**config.mk**
```make
export PLATFORM = sky130hd
export DESIGN_NAME = spim_ctrl
export DESIGN_NICKNAME = d
export VERILOG_FILES = /design/src/rtl/spim_pkg.sv /design/src/rtl/spim_fifo.sv /design/src/rtl/spim_shift.sv /design/src/rtl/spim_ctrl.sv
export SDC_FILE = /design/constraint.sdc
export NUM_CORES = 1
export LEC_CHECK = 0
export ABC_AREA = 1
export BUFFER_PORTS_ARGS = -buffer_cell sky130_fd_sc_hd__buf_2
export CAP_MARGIN = 5
export CORE_MARGIN = 8
export CORE_UTILIZATION = 35
export DETAILED_ROUTE_END_ITERATION = 10
export PLACE_DENSITY_LB_ADDON = 0.08
export SLEW_MARGIN = 20
export SYNTH_ARGS = -nofsm -noshare
export SYNTH_HDL_FRONTEND = slang
export SYNTH_SLANG_ARGS = --single-unit
```
**constraint.sdc**
```tcl
create_clock -name clk -period 3.33 [get_ports clk]
set_clock_uncertainty 0.2 [all_clocks]
set_input_delay 0.333 -clock clk [delete_from_list [all_inputs] [get_ports clk]]
set_output_delay 0.333 -clock clk [all_outputs]
set_load 0.005 [all_outputs]
```
**src/rtl/spim_pkg.sv**
```systemverilog
package spim_pkg;
  localparam int FRAME_W = 8;

  localparam logic [7:0] OFF_GIE    = 8'h1C;
  localparam logic [7:0] OFF_ISR    = 8'h20;
  localparam logic [7:0] OFF_IER    = 8'h28;
  localparam logic [7:0] OFF_SRST   = 8'h40;
  localparam logic [7:0] OFF_CTL    = 8'h60;
  localparam logic [7:0] OFF_STAT   = 8'h64;
  localparam logic [7:0] OFF_TXD    = 8'h68;
  localparam logic [7:0] OFF_RXD    = 8'h6C;
  localparam logic [7:0] OFF_SEL    = 8'h70;
  localparam logic [7:0] OFF_TXOCC  = 8'h74;
  localparam logic [7:0] OFF_RXOCC  = 8'h78;

  localparam logic [31:0] SRST_KEY = 32'h0000_000A;

  localparam int CB_LOOP   = 0;
  localparam int CB_EN     = 1;
  localparam int CB_MASTER = 2;
  localparam int CB_CPOL   = 3;
  localparam int CB_CPHA   = 4;
  localparam int CB_TXRST  = 5;
  localparam int CB_RXRST  = 6;
  localparam int CB_MANUAL = 7;
  localparam int CB_HOLD   = 8;
  localparam int CB_LSB    = 9;

  typedef struct packed {
    logic lsb;
    logic hold;
    logic manual;
    logic cpha;
    logic cpol;
    logic master;
    logic en;
    logic loop;
  } ctl_t;

  function automatic logic [FRAME_W-1:0] bit_rev(input logic [FRAME_W-1:0] v);
    logic [FRAME_W-1:0] r;
    for (int i = 0; i < FRAME_W; i++) r[i] = v[FRAME_W-1-i];
    return r;
  endfunction
endpackage

```
**src/rtl/spim_fifo.sv**
```systemverilog
module spim_fifo #(
  parameter int DEPTH = 16,
  parameter int W     = 8,
  localparam int AW   = (DEPTH > 1) ? $clog2(DEPTH) : 1
) (
  input  logic         clk,
  input  logic         rst,
  input  logic         flush,
  input  logic         push,
  input  logic [W-1:0] wdata,
  input  logic         pop,
  output logic [W-1:0] rdata,
  output logic [AW:0]  count,
  output logic         empty,
  output logic         full
);
  logic [W-1:0]  mem [DEPTH];
  logic [AW-1:0] wptr, rptr;
  logic          do_push, do_pop;

  assign empty   = (count == '0);
  assign full    = (count == (AW+1)'(DEPTH));
  assign do_push = push && !full && !flush;
  assign do_pop  = pop && !empty && !flush;
  assign rdata   = mem[rptr];

  function automatic logic [AW-1:0] nxt(input logic [AW-1:0] p);
    return (p == AW'(DEPTH-1)) ? '0 : p + 1'b1;
  endfunction

  always_ff @(posedge clk) begin
    if (do_push) mem[wptr] <= wdata;
  end

  always_ff @(posedge clk) begin
    if (rst || flush) begin
      wptr  <= '0;
      rptr  <= '0;
      count <= '0;
    end else begin
      if (do_push) wptr <= nxt(wptr);
      if (do_pop)  rptr <= nxt(rptr);
      case ({do_push, do_pop})
        2'b10:   count <= count + 1'b1;
        2'b01:   count <= count - 1'b1;
        default: count <= count;
      endcase
    end
  end

  a_r3_count_bound: assert property (@(posedge clk) disable iff (rst)
    count <= (AW+1)'(DEPTH));
  a_r3_drop_when_full: assert property (@(posedge clk) disable iff (rst)
    (push && full && !pop && !flush) |=> count == $past(count));
  a_r10_flush_empties: assert property (@(posedge clk) disable iff (rst)
    flush |=> empty);
endmodule

```
**src/rtl/spim_shift.sv**
```systemverilog
module spim_shift
  import spim_pkg::*;
#(
  parameter int CLK_DIV = 4,
  localparam int DIV_W  = (CLK_DIV > 1) ? $clog2(CLK_DIV) : 1,
  localparam int EDGES  = 2 * FRAME_W,
  localparam int EW     = $clog2(EDGES)
) (
  input  logic               clk,
  input  logic               rst,
  input  logic               cpol,
  input  logic               cpha,
  input  logic               lsb,
  input  logic               go,
  input  logic [FRAME_W-1:0] tx_byte,
  input  logic               ser_in,
  output logic               sck,
  output logic               ser_out,
  output logic               busy,
  output logic               rx_valid,
  output logic [FRAME_W-1:0] rx_byte
);
  logic [DIV_W-1:0]   div_cnt;
  logic [EW-1:0]      edge_cnt;
  logic [FRAME_W-1:0] txsh, rxsh, rx_next, rx_final;
  logic               tick, sample_edge, last_edge;

  assign ser_out     = txsh[FRAME_W-1];
  assign tick        = busy && (div_cnt == DIV_W'(CLK_DIV-1));
  // even edge index = leading edge; sample on leading edge when cpha=0
  assign sample_edge = (~edge_cnt[0]) ^ cpha;
  assign last_edge   = (edge_cnt == EW'(EDGES-1));

  always_comb begin
    rx_next  = {rxsh[FRAME_W-2:0], ser_in};
    rx_final = cpha ? rx_next : rxsh;
  end

  always_ff @(posedge clk) begin
    if (rst) begin
      busy     <= 1'b0;
      sck      <= 1'b0;
      div_cnt  <= '0;
      edge_cnt <= '0;
      txsh     <= '0;
      rxsh     <= '0;
      rx_valid <= 1'b0;
      rx_byte  <= '0;
    end else begin
      rx_valid <= 1'b0;
      if (!busy) begin
        sck <= cpol;
        if (go) begin
          busy     <= 1'b1;
          txsh     <= lsb ? bit_rev(tx_byte) : tx_byte;
          div_cnt  <= '0;
          edge_cnt <= '0;
        end
      end else if (tick) begin
        div_cnt  <= '0;
        sck      <= ~sck;
        edge_cnt <= edge_cnt + 1'b1;
        if (sample_edge) rxsh <= rx_next;
        else if (edge_cnt != '0) txsh <= {txsh[FRAME_W-2:0], 1'b0};
        if (last_edge) begin
          busy     <= 1'b0;
          rx_valid <= 1'b1;
          rx_byte  <= lsb ? bit_rev(rx_final) : rx_final;
        end
      end else begin
        div_cnt <= div_cnt + 1'b1;
      end
    end
  end

  a_r7_sck_idle_level: assert property (@(posedge clk) disable iff (rst)
    (!busy && $past(!busy) && $stable(cpol)) |-> sck == cpol);
  a_r6_one_byte_per_frame: assert property (@(posedge clk) disable iff (rst)
    rx_valid |-> (!busy && $past(busy)));
endmodule

```
**src/rtl/spim_ctrl.sv**
```systemverilog
module spim_ctrl
  import spim_pkg::*;
#(
  parameter int FIFO_DEPTH = 16,
  parameter int NSS        = 4,
  parameter int CLK_DIV    = 4,
  parameter int ADDR_W     = 8,
  localparam int AW        = (FIFO_DEPTH > 1) ? $clog2(FIFO_DEPTH) : 1
) (
  input  logic              clk,
  input  logic              rst,
  input  logic [ADDR_W-1:0] bus_addr,
  input  logic              bus_wr,
  input  logic              bus_rd,
  input  logic [31:0]       bus_wdata,
  output logic [31:0]       bus_rdata,
  output logic              sck,
  output logic              mosi,
  input  logic              miso,
  output logic [NSS-1:0]    ss_n
);
  logic srst_q, core_rst;
  always_ff @(posedge clk) begin
    if (rst) srst_q <= 1'b0;
    else     srst_q <= bus_wr && (bus_addr == ADDR_W'(OFF_SRST)) && (bus_wdata == SRST_KEY);
  end
  assign core_rst = rst | srst_q;

  logic wr_ctl, wr_txd, wr_sel, rd_rxd;
  assign wr_ctl = bus_wr && (bus_addr == ADDR_W'(OFF_CTL));
  assign wr_txd = bus_wr && (bus_addr == ADDR_W'(OFF_TXD));
  assign wr_sel = bus_wr && (bus_addr == ADDR_W'(OFF_SEL));
  assign rd_rxd = bus_rd && (bus_addr == ADDR_W'(OFF_RXD));

  ctl_t           ctl;
  logic [NSS-1:0] sel_q;

  always_ff @(posedge clk) begin
    if (core_rst) begin
      ctl        <= '0;
      ctl.hold   <= 1'b1;
      ctl.manual <= 1'b1;
      sel_q      <= '1;
    end else begin
      if (wr_ctl) begin
        ctl.loop   <= bus_wdata[CB_LOOP];
        ctl.en     <= bus_wdata[CB_EN];
        ctl.master <= bus_wdata[CB_MASTER];
        ctl.cpol   <= bus_wdata[CB_CPOL];
        ctl.cpha   <= bus_wdata[CB_CPHA];
        ctl.manual <= bus_wdata[CB_MANUAL];
        ctl.hold   <= bus_wdata[CB_HOLD];
        ctl.lsb    <= bus_wdata[CB_LSB];
      end
      if (wr_sel) sel_q <= bus_wdata[NSS-1:0];
    end
  end

  logic [FRAME_W-1:0] tx_head, rx_head, rx_byte;
  logic [AW:0]        tx_cnt, rx_cnt;
  logic               tx_empty, tx_full, rx_empty, rx_full;
  logic               busy, rx_valid, start, ser_in, ser_out, tx_idle;

  assign start   = !busy && ctl.en && ctl.master && !ctl.hold && !tx_empty;
  assign tx_idle = tx_empty && !busy && !rx_valid;
  assign ser_in  = ctl.loop ? ser_out : miso;
  assign mosi    = ser_out;

  spim_fifo #(.DEPTH(FIFO_DEPTH), .W(FRAME_W)) tx_fifo_i (
    .clk(clk), .rst(core_rst), .flush(wr_ctl && bus_wdata[CB_TXRST]),
    .push(wr_txd), .wdata(bus_wdata[FRAME_W-1:0]), .pop(start),
    .rdata(tx_head), .count(tx_cnt), .empty(tx_empty), .full(tx_full));

  spim_fifo #(.DEPTH(FIFO_DEPTH), .W(FRAME_W)) rx_fifo_i (
    .clk(clk), .rst(core_rst), .flush(wr_ctl && bus_wdata[CB_RXRST]),
    .push(rx_valid), .wdata(rx_byte), .pop(rd_rxd && !rx_empty),
    .rdata(rx_head), .count(rx_cnt), .empty(rx_empty), .full(rx_full));

  spim_shift #(.CLK_DIV(CLK_DIV)) shift_i (
    .clk(clk), .rst(core_rst), .cpol(ctl.cpol), .cpha(ctl.cpha), .lsb(ctl.lsb),
    .go(start), .tx_byte(tx_head), .ser_in(ser_in), .sck(sck), .ser_out(ser_out),
    .busy(busy), .rx_valid(rx_valid), .rx_byte(rx_byte));

  always_ff @(posedge clk) begin
    if (core_rst)        ss_n <= '1;
    else if (ctl.manual) ss_n <= sel_q;
    else                 ss_n <= busy ? sel_q : '1;
  end

  function automatic logic [31:0] occ(input logic [AW:0] c);
    return (c == '0) ? 32'd0 : 32'(c - 1'b1);
  endfunction

  logic [31:0] rd_mux;
  always_comb begin
    rd_mux = '0;
    case (bus_addr)
      ADDR_W'(OFF_CTL): begin
        rd_mux[CB_LOOP]   = ctl.loop;
        rd_mux[CB_EN]     = ctl.en;
        rd_mux[CB_MASTER] = ctl.master;
        rd_mux[CB_CPOL]   = ctl.cpol;
        rd_mux[CB_CPHA]   = ctl.cpha;
        rd_mux[CB_MANUAL] = ctl.manual;
        rd_mux[CB_HOLD]   = ctl.hold;
        rd_mux[CB_LSB]    = ctl.lsb;
      end
      ADDR_W'(OFF_STAT):  rd_mux[5:0] = {1'b1, 1'b0, tx_full, tx_idle, rx_full, rx_empty};
      ADDR_W'(OFF_RXD):   rd_mux[FRAME_W-1:0] = rx_empty ? '0 : rx_head;
      ADDR_W'(OFF_SEL):   rd_mux[NSS-1:0] = sel_q;
      ADDR_W'(OFF_TXOCC): rd_mux = occ(tx_cnt);
      ADDR_W'(OFF_RXOCC): rd_mux = occ(rx_cnt);
      default:            rd_mux = '0;
    endcase
  end

  always_ff @(posedge clk) begin
    if (core_rst)    bus_rdata <= '0;
    else if (bus_rd) bus_rdata <= rd_mux;
    else             bus_rdata <= '0;
  end

  a_r5_hold_blocks_start: assert property (@(posedge clk) disable iff (core_rst)
    (ctl.hold && !busy) |=> !busy);
  a_r13_needs_enable: assert property (@(posedge clk) disable iff (core_rst)
    (!(ctl.en && ctl.master) && !busy) |=> !busy);
  a_r12_auto_select_idle: assert property (@(posedge clk) disable iff (core_rst)
    $past(!ctl.manual && !busy) |-> (ss_n == '1));
  a_r12_one_device: assert property (@(posedge clk) disable iff (core_rst)
    (ctl.manual && $countones(~sel_q) <= 1) |=> $countones(~ss_n) <= 1);
endmodule

```
==> metrics.yaml, run 1 <==
run_status: "complete, no violations"
max_freq_ghz: 0.337
nNetsFinal: 1804
num_antenna_cells: 0
area_growth_pct: 15.8
grt_usage_pct: 16.2
postCtsSetupRepairBufs: 0
grt_pass1_vias: 10732
core_sq_mm: 0.0441
path_common_cell: "inv_1"
yosys_most_used_dff: "edfxtp_1"
dr_total_vias: 11222
rows: 77
synthCells: 1640
routed_wl_um: 41700
drt-met1-wl_um: 20500
power.leakage_nw: 7.16
fin_crit_sh_pct: 89.0
grt_max_degree: 76
hpwl_um: 27900
synth_fp_nets: 1706
p_sw_share_pct: 20.6
n_fill_cell: 4390
crit-reg2reg-launch: "tx_fifo_i.count[0]"
die-area_sq_mm: 0.0517
grt_antenna_before_repair: 1
path_buf_inv: 5
yosysSeqAreaShare_pct: 61.3
rsz0062_at_grt: "no"
synth_top_area_share_pct: 49.2
synth_area_leaders: "edfxtp_1 49%, dfxtp_1 12%, nand2_1 9.4%, nand3_1 5.5%, inv_1 5.4%"
finalSetupViolations: 0
tightest_slew_ns: 0.868
yosysMostFrequentCell: "nand2_1"
cts.sinks: 351
route.detailed.drc: 0
crit_family: "adder cells"
p_per_area_mw_per_mm2: 497
routed.top_layer: "met4"
r2r_end: "tx_fifo_i.count[4]"
cts_inserted_buffers: 39
cts_tree: "done"
via_per_inst: 4.76
min_delay_path_depth: 1
hold_path.class: "in2reg"
async_flop_share_pct: 0
reg2reg_depth: 19
initial_core_util_pct: 35.4
crit_type: "reg2reg"
critical_path_peak_fanout: 5
cp-start-kind: "flop"
clk_latency_ns: 0.56
cp.depth: 19
synthTopCellsByCount: "392 x nand2_1, 256 x edfxtp_1, 224 x inv_1"
crit_path_end_kind: "flop"
met3WireLength_um: 1960
grt_pass1_wl_um: 64000
synth_area_sq_mm: 0.0156
final_area_sq_mm: 0.0181
critPathLaunch: "tx_fifo_i.count[0]"
portBuffers: 82
synth-edff-count: 256
p_int_mw: 7.15
overflow: 0
slowest_delay_ns: 0.39
die_x_um: 227
final_antenna_net_count: 0
p_comb_share_pct: 1.3
path_cells: "inv_1 -> ha_1 -> nand3_2 -> nor2_2 -> inv_1 -> nand2_2 -> inv_1 -> nand2_2 -> inv_2 -> ha_1 -> xor2_1 -> ha_1 -> inv_1 -> nand2_1 -> nand2_1 -> o21ai_1 -> xor2_1 -> nand2_1 -> a21oi_1"
cp_slowest_cell: "dfxtp_1"
ys_ff_latch: 351
ys_warn_count: 0
setup_tns_ns: 0
yosysTopAreaCell: "edfxtp_1"
dr_wl_met2_um: 18300
rrSetupSlack_ns: 0.37
hold_viol: 0
root_buffer: "clkbuf_16"
clkSlewWorstSetupHoldPaths_ns: 0.06
drtIter0Drc: 676
switching_power_mw: 1.85
clockPowerShare_pct: 47.0
synth.distinct_cells: 38
wl_per_cell_um: 17.7
crit_required_ns: 3.59
ioPinCount: 83
cp.arrival_ns: 3.23
drt_pass1_iterations: 5
htreeDepth: 2
die_height_um: 227
fin_cells: 2358
min_period_ns: 2.96
relSlewSlack_pct: 41.8
final_core_util_pct: 41.0
cap_violations: 0
dp_cells: 2281
endpoint: "tx_fifo_i.count[4]"
avgSynthCellArea_sq_um: 9.54
ir_worst_vdd_mv: 0.362
cts_buffer_depth: 3
slew_viol_final: 0
gp_congestion: 0.789
dpl_cell_area_sq_mm: 0.0168
seq_power_share_pct: 51.7
layout-drive-gt1-share_pct: 12.6
==> registers in the layout (all words and copies together), names as in the netlist, 2 cells and up, named ones only <==
signal / flops
bus_rdata: 11
ctl: 8
rx_fifo_i.count: 5
rx_fifo_i.mem: 128
rx_fifo_i.rptr: 4
rx_fifo_i.wptr: 4
sel_q: 4
shift_i.div_cnt: 2
shift_i.edge_cnt: 4
shift_i.rx_byte: 8
shift_i.rxsh: 8
shift_i.txsh: 8
ss_n: 4
tx_fifo_i.count: 5
tx_fifo_i.mem: 128
tx_fifo_i.rptr: 4
tx_fifo_i.wptr: 4
==> cell type report <==
class,instances,area (sq um),area share [%]
clock buffer,52,1090,6.01
clock inverter,17,151,0.836
inverter,229,862,4.76
multi-input combinational,972,4750,26.2
sequential,351,9600,53.0
tap,592,741,4.09
timing repair buffer,145,916,5.06
==> cell families after synthesis <==
group	count (synthesis)	share of synthesized area, %
AND/OR/NAND/NOR	684	18.9
flip-flops	351	61.3
buffers and inverters	317	8.35
AO/OA/AOI/OAI	249	8.73
adder cells (fa/ha/maj)	21	1.68
XOR/XNOR	18	1.01
==> layer usage <==
layer | up-vias | track usage [%]
met5 | - | 0
met4 | 0 | 4.30
met3 | 58 | 2.89
met2 | 225 | 24.6
met1 | 5285 | 23.6
li1 | 5654 | -
==> power groups by stage <==
stage	combinational [mW]	clock, mW	sequential [mW]
4_1_cts	0.123	4.34	4.65
3_3_place_gp	0.117	0	4.75
3_5_place_dp	0.118	0	4.75
5_1_grt	0.131	4.49	4.65
2_1_floorplan	0.0318	0	4.75
6_report	0.119	4.22	4.65
==> how the worst min path moves through the flow <==
stage	startpoint	endpoint	slack (ns)
3_5_place_dp	shift_i.div_cnt[0]	shift_i.div_cnt[0]	0.25
2_1_floorplan	sel_q[0]	ss_n[0]	0.21
3_3_place_gp	shift_i.edge_cnt[3]	shift_i.edge_cnt[3]	0.25
6_report	bus_wdata[4]	tx_fifo_i.mem[13][4]	0.07
5_1_grt	bus_wdata[1]	tx_fifo_i.mem[15][1]	0.06
4_1_cts	bus_wdata[4]	tx_fifo_i.mem[14][4]	0.04
==> timing repair <==
action,CTS,global route
hold endpoints to repair,9,0
setup endpoints to repair,0,2
hold buffers,8,0
resized for setup,0,5
==> per-stage QoR <==
step           hold slack (ns)  total power [mW]  setup slack (ns)
2_1_floorplan            0.211              4.78             0.356
3_3_place_gp             0.250              4.86             0.245
3_5_place_dp             0.253              4.86             0.157
4_1_cts                 0.0408              9.12             0.216
5_1_grt                 0.0647              9.28            0.0497
6_report                0.0663              9.00             0.365
==> cell usage in the layout, fill, tap and decap left out, types with 20 or more instances in the layout <==
cell type and instances:
nand2_1 391, edfxtp_1 256, inv_1 223, nand3_1 173, a21oi_1 103, o21ai_0 91
dfxtp_1 91, buf_2 82, nor2_1 73, buf_4 54, clkbuf_16 42, o211ai_1 36
ha_1 20
Note: power is estimated with default switching activity, not from simulation.
==> inputs of run 2 (changes only) <==
Settings changed: SYNTH_HIERARCHICAL set to 1.
==> run 2 against run 1 <==
  * Critical path depth stayed put
  * Global-route usage is 0.66 points lower
  * Total power is 1.6% higher
  * Flip-flop and latch count stayed put
  * Register-to-register slack worse by 0.04 ns
  * Cell area is 2.2% higher
  * Highest routed layer is now met5
  * Die area is 2.3% higher
==> metrics.yaml, run 2 <==
dpl_cell_area_sq_mm: 0.0171
die_x_um: 230
ys_ff_latch: 351
dp_cells: 2288
route.detailed.drc: 0
grt_pass1_wl_um: 64300
path_cells: "dlygate4sd3_1 -> buf_2 -> inv_1 -> nor2_8 -> inv_1 -> nor2_1 -> nor2_1 -> nand2_1 -> inv_1 -> ha_1 -> nand2_1 -> inv_1 -> nor2_2 -> ha_1 -> inv_1 -> nand2_1 -> xor2_1 -> o21ai_0 -> inv_1"
max_freq_ghz: 0.330
avgSynthCellArea_sq_um: 9.77
synth_top_area_share_pct: 48.0
final_antenna_net_count: 0
drtIter0Drc: 714
async_flop_share_pct: 0
portBuffers: 82
slew_viol_final: 0
dr_total_vias: 11394
ys_warn_count: 6
tightest_slew_ns: 0.880
cts_buffer_depth: 3
grt_antenna_before_repair: 2
rows: 78
initial_core_util_pct: 35.4
run_status: "complete, no violations"
setup_tns_ns: 0
cap_violations: 0
crit_path_end_kind: "flop"
ioPinCount: 83
layout-drive-gt1-share_pct: 14.4
path_common_cell: "inv_1"
yosysMostFrequentCell: "nand2_1"
synth_fp_nets: 1707
clk_latency_ns: 0.56
clkSlewWorstSetupHoldPaths_ns: 0.06
routed_wl_um: 41900
area_growth_pct: 15.4
synth_area_sq_mm: 0.0160
critical_path_peak_fanout: 7
cts_tree: "done"
cts_resized: 0
fin_cells: 2371
synth.distinct_cells: 38
root_buffer: "clkbuf_16"
p_per_area_mw_per_mm2: 494
cp_slowest_cell: "dlygate4sd3_1"
die-area_sq_mm: 0.0529
yosysSeqAreaShare_pct: 59.8
synth-edff-count: 256
finalSetupViolations: 0
hold_viol: 0
cts.sinks: 351
grt_max_degree: 65
wl_per_cell_um: 17.7
drt_pass1_iterations: 5
synth_area_leaders: "edfxtp_1 48%, dfxtp_1 12%, nand2_1 6.1%, inv_1 5.8%, nand3_1 5.1%"
cp-start-kind: "input port"
crit_type: "in2reg"
yosysTopAreaCell: "edfxtp_1"
final_area_sq_mm: 0.0185
hold_path.class: "in2reg"
ir_worst_vdd_mv: 0.364
fin_ws_ns: 0.302
overflow: 0
relSlewSlack_pct: 41.3
layout_commonest_cell: "nand2_1"
nNetsFinal: 1805
slowest_delay_ns: 0.53
grt_pass1_vias: 10723
num_antenna_cells: 0
power.leakage_nw: 7.11
synthTopCellsByCount: "262 x nand2_1, 256 x edfxtp_1, 247 x inv_1"
final_cell_mix: "262 x nand2_1, 256 x edfxtp_1, 247 x inv_1"
yosys_most_used_dff: "edfxtp_1"
hpwl_um: 28800
via_per_inst: 4.81
die_height_um: 230
synthCells: 1641
fin_crit_sh_pct: 90.9
rsz0062_at_grt: "no"
dpl_worst_slack_ns: 0.0782
largest_registers: "rx_fifo_i/mem: 128 flops, tx_fifo_i/mem: 128 flops, bus_rdata: 11 flops"
min_period_ns: 3.03
cp.arrival_ns: 3.27
postCtsSetupRepairBufs: 0
grt_usage_pct: 15.5
htreeDepth: 2
cts_inserted_buffers: 41
gp_congestion: 0.856
core_sq_mm: 0.0453
ctsHoldBuffers: 8
crit_required_ns: 3.57
-- run 2: metal layers --
metal	wire length [um]	vias up	track usage [%]	share of wire [%]
li1	-	5722	-	-
met5	13	-	0	0.031
met4	1020	2	4.65	2.4
met1	20500	5386	22.0	49
met3	2120	56	3.29	5.0
met2	18300	228	23.6	44
-- run 2: kinds of logic after synthesis --
group	after synthesis	synth area share [%]
xor gates and xnor gates	9	0.492
and+or+nand+nor	607	17.1
buffers and inverters	343	9.48
muxes	1	0.0702
DFF	351	59.8
AOI/OAI and AO/OA	309	11.4
adders and majority gates	21	1.64
-- run 2: worst paths after layout --
path                      start            endpoint  slack [ns]  cells past startpoint
max                      bus_wr  tx_fifo_i/count[2]        0.30                     19
min reg2reg     shift_i/rxsh[7]     shift_i/rxsh[7]        0.25                      2
max reg2reg  tx_fifo_i/count[2]  tx_fifo_i/count[2]        0.33                     18
min               bus_wdata[25]              srst_q       0.008                      6
-- run 2: worst max-delay path, delay by kind of cell --
family          cells  cell delay (ns)
compound gates      1             0.15
xor+xnor            1             0.16
fa+ha+maj           2             0.49
buf+inv             8             1.51
simple gates        7             0.60
-- run 2: metrics by stage --
stage	utilization, %	power, mW	hold slack [ns]
3_3_place_gp	37.8	4.88	0.253
3_5_place_dp	37.8	4.88	0.252
5_1_grt	40.9	9.44	0.0224
4_1_cts	40.9	9.28	0.00282
6_report	40.9	9.14	0.00844
2_1_floorplan	-	4.79	0.224
-- run 2: power breakdown --
part	internal [mW]	switching (mW)	leakage [nW]
Combinational	0.0410	0.0974	3.27
Sequential	4.65	0.000693	3.20
Clock	2.54	1.81	0.641
Total	7.24	1.90	7.11
-- run 2: layout make-up --
class                   count  area (sq um)
fillers                  4555         26800
flip-flops and latches    351          9600
multi-input cells         947          4920
clock buffers              53          1120
inverters                 258           978
repair buffers            140           953
well taps                 600           751
clock inverters            22           179
